<file path="config.mk">
export PLATFORM = sky130hd
export DESIGN_NAME = serport_fifo_bank
export DESIGN_NICKNAME = d
export VERILOG_FILES = /design/src/rtl/sfb_pkg.sv /design/src/rtl/sfb_fifo_core.sv /design/src/rtl/sfb_wm_regs.sv /design/src/rtl/sfb_wm_flag.sv /design/src/rtl/serport_fifo_bank.sv
export SDC_FILE = /design/constraint.sdc
export NUM_CORES = 1
export LEC_CHECK = 0
export CAP_MARGIN = 40
export CORE_MARGIN = 1
export CORE_UTILIZATION = 60
export DETAILED_ROUTE_END_ITERATION = 8
export GPL_TIMING_DRIVEN = 0
export PLACE_DENSITY = 0.87
export SETUP_SLACK_MARGIN = 0.5
export SYNTH_ARGS = -nofsm -noshare
export SYNTH_HDL_FRONTEND = slang
export SYNTH_SLANG_ARGS = --single-unit
</file>
<file path="constraint.sdc">
create_clock -name clk -period 8.35 [get_ports clk]
set_clock_uncertainty 0.05 [all_clocks]
set_input_delay 0.835 -clock clk [delete_from_list [all_inputs] [get_ports clk]]
set_output_delay 0.835 -clock clk [all_outputs]
set_load 0.005 [all_outputs]
</file>
<file path="src/rtl/sfb_pkg.sv">
package sfb_pkg;

    localparam int FLD_W = 4;
    localparam int NTX   = 2;
    localparam int STAT_W = 5 * FLD_W;

    typedef enum logic [1:0] {
        LV_EMPTY = 2'd0,
        LV_PART  = 2'd1,
        LV_FULL  = 2'd2
    } lvl_e;

    function automatic logic [FLD_W-1:0] fix_tx_wm(input logic [FLD_W-1:0] code, input int depth);
        if (code == '0) return FLD_W'(1);
        if (int'(code) > depth) return FLD_W'(depth);
        return code;
    endfunction

    function automatic logic [FLD_W-1:0] fix_rx_wm(input logic [FLD_W-1:0] code);
        if (code == '0) return FLD_W'(1);
        return code;
    endfunction

endpackage

</file>
<file path="src/rtl/sfb_fifo_core.sv">
module sfb_fifo_core
    import sfb_pkg::*;
#(
    parameter  int DW    = 16,
    parameter  int DEPTH = 8,
    localparam int PTR_W = $clog2(DEPTH),
    localparam int CNT_W = $clog2(DEPTH + 1)
) (
    input  logic             clk,
    input  logic             rst_n,
    input  logic             push,
    input  logic [DW-1:0]    push_data,
    input  logic             pop,
    input  logic [1:0]       err_clr,
    output logic [DW-1:0]    head,
    output logic [CNT_W-1:0] count,
    output logic [1:0]       err
);

    lvl_e             state_q, state_d;
    logic [PTR_W-1:0] wr_ptr, rd_ptr;
    logic [CNT_W-1:0] count_q;
    logic [1:0]       err_q;
    logic [DW-1:0]    mem [DEPTH];
    logic             pop_ok, push_ok;

    assign pop_ok  = pop && (state_q != LV_EMPTY);
    assign push_ok = push && ((state_q != LV_FULL) || pop_ok);

    // occupancy state register
    always_ff @(posedge clk or negedge rst_n) begin
        if (!rst_n) state_q <= LV_EMPTY;
        else        state_q <= state_d;
    end

    // next-state decode
    always_comb begin
        state_d = state_q;
        unique case (state_q)
            LV_EMPTY: if (push_ok) state_d = LV_PART;                       // fill_start
            LV_PART: begin
                if (push_ok && !pop_ok && count_q == CNT_W'(DEPTH - 1))
                    state_d = LV_FULL;                                       // fill_top
                else if (pop_ok && !push_ok && count_q == CNT_W'(1))
                    state_d = LV_EMPTY;                                      // drain_last
            end
            LV_FULL:  if (pop_ok && !push_ok) state_d = LV_PART;            // drain_start
            default:  state_d = LV_EMPTY;
        endcase
    end

    // outputs: pointers, count, sticky errors
    always_ff @(posedge clk or negedge rst_n) begin
        if (!rst_n) begin
            wr_ptr  <= '0;
            rd_ptr  <= '0;
            count_q <= '0;
            err_q   <= '0;
        end else begin
            if (push_ok) wr_ptr <= (wr_ptr == PTR_W'(DEPTH - 1)) ? '0 : wr_ptr + PTR_W'(1);
            if (pop_ok)  rd_ptr <= (rd_ptr == PTR_W'(DEPTH - 1)) ? '0 : rd_ptr + PTR_W'(1);
            if (push_ok && !pop_ok)      count_q <= count_q + CNT_W'(1);
            else if (pop_ok && !push_ok) count_q <= count_q - CNT_W'(1);
            err_q <= (err_q & ~err_clr) | {pop && !pop_ok, push && !push_ok};
        end
    end

    always_ff @(posedge clk) begin
        if (push_ok) mem[wr_ptr] <= push_data;
    end

    assign head  = mem[rd_ptr];
    assign count = count_q;
    assign err   = err_q;

    assert_count_max_R1: assert property (@(posedge clk) disable iff (!rst_n)
        count_q <= CNT_W'(DEPTH));

    assert_full_state_R2: assert property (@(posedge clk) disable iff (!rst_n)
        (state_q == LV_FULL) |-> (count_q == CNT_W'(DEPTH)));

    assert_pushpop_hold_R2: assert property (@(posedge clk) disable iff (!rst_n)
        (push && pop && count_q != '0) |=> $stable(count_q));

    assert_no_overflow_R9: assert property (@(posedge clk) disable iff (!rst_n)
        (count_q == CNT_W'(DEPTH) && push && !pop) |=> (count_q == CNT_W'(DEPTH) && err_q[0]));

    assert_no_underflow_R9: assert property (@(posedge clk) disable iff (!rst_n)
        (count_q == '0 && pop && !push) |=> (count_q == '0 && err_q[1]));

endmodule

</file>
<file path="src/rtl/sfb_wm_regs.sv">
module sfb_wm_regs
    import sfb_pkg::*;
#(
    parameter int DEPTH  = 8,
    parameter int RX_RST = 4
) (
    input  logic                        clk,
    input  logic                        rst_n,
    input  logic                        cfg_wr,
    input  logic [STAT_W-1:0]           cfg_wdata,
    output logic [NTX-1:0][FLD_W-1:0]   tx_wm,
    output logic [FLD_W-1:0]            rx_wm
);

    always_ff @(posedge clk or negedge rst_n) begin
        if (!rst_n) begin
            tx_wm[0] <= FLD_W'(1);
            tx_wm[1] <= FLD_W'(1);
            rx_wm    <= FLD_W'(RX_RST);
        end else if (cfg_wr) begin
            tx_wm[0] <= fix_tx_wm(cfg_wdata[3:0], DEPTH);
            rx_wm    <= fix_rx_wm(cfg_wdata[7:4]);
            tx_wm[1] <= fix_tx_wm(cfg_wdata[19:16], DEPTH);
        end
    end

    assert_txwm_legal_R3: assert property (@(posedge clk) disable iff (!rst_n)
        (tx_wm[0] != '0) && (tx_wm[1] != '0) &&
        (int'(tx_wm[0]) <= DEPTH) && (int'(tx_wm[1]) <= DEPTH));

    assert_rxwm_nonzero_R3: assert property (@(posedge clk) disable iff (!rst_n)
        cfg_wr |=> (rx_wm != '0));

endmodule

</file>
<file path="src/rtl/sfb_wm_flag.sv">
module sfb_wm_flag
    import sfb_pkg::*;
#(
    parameter  bit IS_TX = 1'b1,
    parameter  int DEPTH = 8,
    localparam int CNT_W = $clog2(DEPTH + 1),
    localparam int SW    = FLD_W + 1
) (
    input  logic             clk,
    input  logic             rst_n,
    input  logic [CNT_W-1:0] count,
    input  logic [FLD_W-1:0] wm,
    output logic             flag
);

    localparam logic RST_VAL = IS_TX;
    logic [SW-1:0] cnt_x, wm_x;
    logic          hit;

    assign cnt_x = SW'(count);
    assign wm_x  = SW'(wm);

    generate
        if (IS_TX) begin : g_free
            assign hit = (SW'(DEPTH) - cnt_x) >= wm_x;
        end else begin : g_fill
            assign hit = cnt_x >= wm_x;
        end
    endgenerate

    always_ff @(posedge clk or negedge rst_n) begin
        if (!rst_n) flag <= RST_VAL;
        else        flag <= hit;
    end

    generate
        if (IS_TX) begin : g_chk_tx
            assert_tx_empty_R4: assert property (@(posedge clk) disable iff (!rst_n)
                ($past(count) == '0) |-> flag);
            assert_tx_full_R5: assert property (@(posedge clk) disable iff (!rst_n)
                ($past(count) == CNT_W'(DEPTH)) |-> !flag);
        end else begin : g_chk_rx
            assert_rx_empty_R7: assert property (@(posedge clk) disable iff (!rst_n)
                ($past(count) == '0) |-> !flag);
        end
    endgenerate

endmodule

</file>
<file path="src/rtl/serport_fifo_bank.sv">
module serport_fifo_bank
    import sfb_pkg::*;
#(
    parameter int DW     = 16,
    parameter int DEPTH  = 8,
    parameter int RX_RST = 4
) (
    input  logic                 clk,
    input  logic                 rst_n,
    input  logic                 cfg_wr,
    input  logic [19:0]          cfg_wdata,
    input  logic [5:0]           err_clr,
    input  logic [1:0]           tx_push,
    input  logic [2*DW-1:0]      tx_push_data,
    input  logic [1:0]           tx_pop,
    output logic [2*DW-1:0]      tx_head,
    input  logic                 rx_push,
    input  logic [DW-1:0]        rx_push_data,
    input  logic                 rx_pop,
    output logic [DW-1:0]        rx_head,
    output logic [19:0]          status,
    output logic [3:0]           tx1_count,
    output logic [1:0]           tx_flag,
    output logic                 rx_flag,
    output logic [5:0]           err
);

    localparam int CNT_W = $clog2(DEPTH + 1);

    logic [NTX-1:0][FLD_W-1:0] tx_wm;
    logic [FLD_W-1:0]          rx_wm;
    logic [NTX-1:0][CNT_W-1:0] tx_cnt;
    logic [CNT_W-1:0]          rx_cnt;
    logic [NTX-1:0][1:0]       tx_err;
    logic [1:0]                rx_err;

    sfb_wm_regs #(.DEPTH(DEPTH), .RX_RST(RX_RST)) u_wm (
        .clk(clk), .rst_n(rst_n), .cfg_wr(cfg_wr), .cfg_wdata(cfg_wdata),
        .tx_wm(tx_wm), .rx_wm(rx_wm)
    );

    generate
        for (genvar i = 0; i < NTX; i++) begin : g_tx
            sfb_fifo_core #(.DW(DW), .DEPTH(DEPTH)) u_fifo (
                .clk(clk), .rst_n(rst_n),
                .push(tx_push[i]), .push_data(tx_push_data[i*DW +: DW]),
                .pop(tx_pop[i]), .err_clr(err_clr[2*i +: 2]),
                .head(tx_head[i*DW +: DW]), .count(tx_cnt[i]), .err(tx_err[i])
            );
            sfb_wm_flag #(.IS_TX(1'b1), .DEPTH(DEPTH)) u_flag (
                .clk(clk), .rst_n(rst_n), .count(tx_cnt[i]), .wm(tx_wm[i]),
                .flag(tx_flag[i])
            );
        end
    endgenerate

    sfb_fifo_core #(.DW(DW), .DEPTH(DEPTH)) u_rx (
        .clk(clk), .rst_n(rst_n),
        .push(rx_push), .push_data(rx_push_data),
        .pop(rx_pop), .err_clr(err_clr[5:4]),
        .head(rx_head), .count(rx_cnt), .err(rx_err)
    );

    sfb_wm_flag #(.IS_TX(1'b0), .DEPTH(DEPTH)) u_rx_flag (
        .clk(clk), .rst_n(rst_n), .count(rx_cnt), .wm(rx_wm), .flag(rx_flag)
    );

    assign status    = {tx_wm[1], FLD_W'(rx_cnt), FLD_W'(tx_cnt[0]), rx_wm, tx_wm[0]};
    assign tx1_count = FLD_W'(tx_cnt[1]);
    assign err       = {rx_err, tx_err[1], tx_err[0]};

endmodule

</file>
==> flow_summary.yaml <==
status:
  run_status: "finished clean"
power_and_ir_drop:
  power_density_mw_per_mm2: 338.4
  switchingPower_uw: 2107
  p_int_uw: 5209
  p_leak_uw: 0.007487
  switching_share_pct: 28.80
  clockPowerShare_pct: 25.6
  seqPwrFrac_pct: 40.1
  pwr-share-comb_pct: 34.4
  irDropWorstVdd_mv: 0.2242
synth:
  ys_types: 50
  synth_flop_cell: "edfxtp_1"
  synthCells: 899
  netlist_top_cells_area: "edfxtp_1, mux4_2, dfrtp_1"
  synth_area_mm2: 0.01779
  synth.largest_area_cell: "edfxtp_1"
  yosysWarningCount: 0
  synth_top_area_share_pct: 64.83
  ys_seq_area_share_pct: 72.89
  synth.net_count: 1019
  ys_ff_latch: 441
  yosysMostFrequentCell: "edfxtp_1"
  syn_avg_cell_area_um2: 19.78
  async_flop_share_pct: 12.93
  synth_commonest_cells: "edfxtp_1, mux4_2, mux2_2"
  synth_edf_count: 384
place:
  dp_cells: 1468
  routabilityCongestion: 0.7617
  hpwl_um: 24720
  placed_cell_area_mm2: 0.02026
  port_buffers: 154
floorplanning:
  die_x_um: 174.2
  num_rows: 62
  fp.coreArea_mm2: 0.02894
  die_y_um: 174.2
  die_area_mm2: 0.03034
  ioPinCount: 164
  start_util_pct: 61.47
sta:
  slew_headroom_pct: 34.04
  setup_viol: 0
  hold_slack_ns: 0.2696
  fin_crit_sh_pct: 46.87
  period_needed_ns: 3.914
  tightestPinTransition_ns: 0.9841
  clock.fmax_mhz: 255.5
  drv_slew: 0
  hold_viol_final: 0
  rsz0062_at_grt: "no"
  finalSetupTns_ns: 0
clock_network:
  post-cts-setup-buffers: 0
  cts_buffers: 43
  clock_path_buffers: 3
  insertion_delay_ns: 0.53
  h-tree-depth: 2
  cts-root-buf: "clkbuf_16"
  cts-resized-gates: 0
  cts_hold_buf: 0
  cts_tree: "built"
  cts_sinks: 441
  path_clk_slew_ns: 0.06
global_routing:
  grt_usage_pct: 26.44
  grt_pass1_vias: 10070
  antenna_found_initial: 1
  grt_max_degree: 35
  grt_pass1_wl_um: 59360
  grt_overflow_total: 0
worst_setup_path:
  path_max_fanout: 10
  r2r-start: "g_tx[0].u_fifo.state_q[0]"
  r2r_slack_ns: 5.87
  crit_end: "rx_head[12]"
  path_class: "reg -> out"
  worstPathRequired_ns: 7.47
  r2r_end: "g_tx[0].u_fifo.mem[0][13]"
  start_kind: "register"
  worstPathArrival_ns: 3.03
  crit_start: "u_rx.rd_ptr[2]"
  reg2reg_depth: 6
  critPathCaptureType: "output port"
worst_hold_path:
  hp-class: "in -> async"
drt:
  drtAntennaViolNets: 0
  viasPerCell: 6.157
  vias: 9513
  dr.pass1.iters: 5
  wl_per_cell_um: 25.16
  wl_um: 38880
  drtIter0Drc: 845
  drc_errors: 0
layout:
  area_growth_syn_to_layout_pct: 21.55
  diodes: 0
  instances_no_fill: 1545
  nFillCells: 1523
  drive_above_1_share_pct: 25.24
  fin_util_pct: 74.72
  finish.instance_area_mm2: 0.02162
  final_nets: 1251
  multi_input_area_mm2: 0.004544
  register_area_mm2: 0.01296
run:
  cap_viol_max_count: 0
==> power by group through the flow <==
stage                     Clock, uW  Sequential (uW)  Combinational [uW]
after global placement            0             2940                2330
after CTS                      1890             2930                2540
after floorplan                   0             2910                1450
final                          1870             2930                2510
after detailed placement          0             2960                2470
after global routing           1970             2960                2680
==> cells by family (layout without fill, tap and decap cells) <==
group / after synthesis / in the layout / share of synthesized area (%)
DFF: 441 / 441 / 72.89
adders and majority gates: 37 / 37 / 2.603
buffers and inverters: 69 / 331 / 2.132
AOI/OAI and AO/OA: 62 / 62 / 2.293
xor gates and xnor gates: 14 / 14 / 0.6894
and+or+nand+nor: 120 / 120 / 3.426
muxes: 156 / 156 / 15.97
==> metrics by stage <==
step | worst slack, ns | total power, uW
after floorplan | 5.171 | 4363
after global placement | 3.117 | 5267
after detailed placement | 5.013 | 5436
after CTS | 4.371 | 7357
after global routing | 4.341 | 7616
final | 4.436 | 7316
==> worst max-delay path: stages, from the launching register on <==
cell and delay (ns):
dfrtp_1 0.35, clkbuf_1 0.57, buf_1 0.67, mux2_2 0.45
clkdlybuf4s50_1 0.46
==> worst min-delay path by stage <==
stage | start | cells past startpoint | end | slack (ns)
floorplan | g_tx[0].u_fifo.state_q[1] | 1 | g_tx[0].u_fifo.state_q[0] | 0.43
global placement | g_tx[0].u_fifo.err[0] | 2 | g_tx[0].u_fifo.err[0] | 0.45
detailed placement | u_wm.rx_wm[2] | 2 | u_wm.rx_wm[2] | 0.47
CTS | rst_n | 1 | u_rx.wr_ptr[1] | 0.27
global route | rst_n | 1 | u_rx.wr_ptr[1] | 0.29
finish | rst_n | 1 | u_rx.wr_ptr[1] | 0.27
==> routing by layer <==
layer,GRT usage [%],wire (um),vias to the layer above
li1,-,-,4066
met2,46.28,20420,483
met1,34.47,14980,4898
met3,4.309,2722,64
met5,0,14,-
met4,7.456,746,2
==> cells in the final DEF (no fill, tap or decap), drive strengths merged, types with 14 or more instances in the layout <==
cell / synthesis / final
a21o: 14 / 14
buf: 23 / 57
clkbuf: 16 / 77
clkdlybuf4s50: 0 / 153
dfrtp: 52 / 52
edfxtp: 384 / 384
ha: 37 / 37
inv: 29 / 30
mux2: 56 / 56
mux4: 96 / 96
nand2: 31 / 31
nand2b: 21 / 21
nor2: 27 / 27
nor3: 22 / 22
o21ai: 24 / 24
==> registers in the layout, indices dropped and copies added (netlist names) <==
register             cells
g_tx.u_fifo.mem        256
u_rx.mem               128
g_tx.u_fifo.count        8
u_wm.tx_wm               8
g_tx.u_fifo.rd_ptr       6
g_tx.u_fifo.wr_ptr       6
g_tx.u_fifo.err          4
g_tx.u_fifo.state_q      4
u_rx.count               4
u_wm.rx_wm               4
u_rx.rd_ptr              3
u_rx.wr_ptr              3
g_tx.u_flag.flag         2
u_rx.err                 2
u_rx.state_q             2
u_rx_flag.flag           1
==> final cells by class <==
cell class / instances / area share [%]
sequential: 441 / 59.96
multi-input combinational: 389 / 21.02
timing repair buffer: 187 / 8.843
clock buffer: 61 / 5.521
tap: 384 / 2.222
buffer: 39 / 1.233
clock inverter: 14 / 0.6771
inverter: 30 / 0.5209
(Power assumes the default switching activity.)
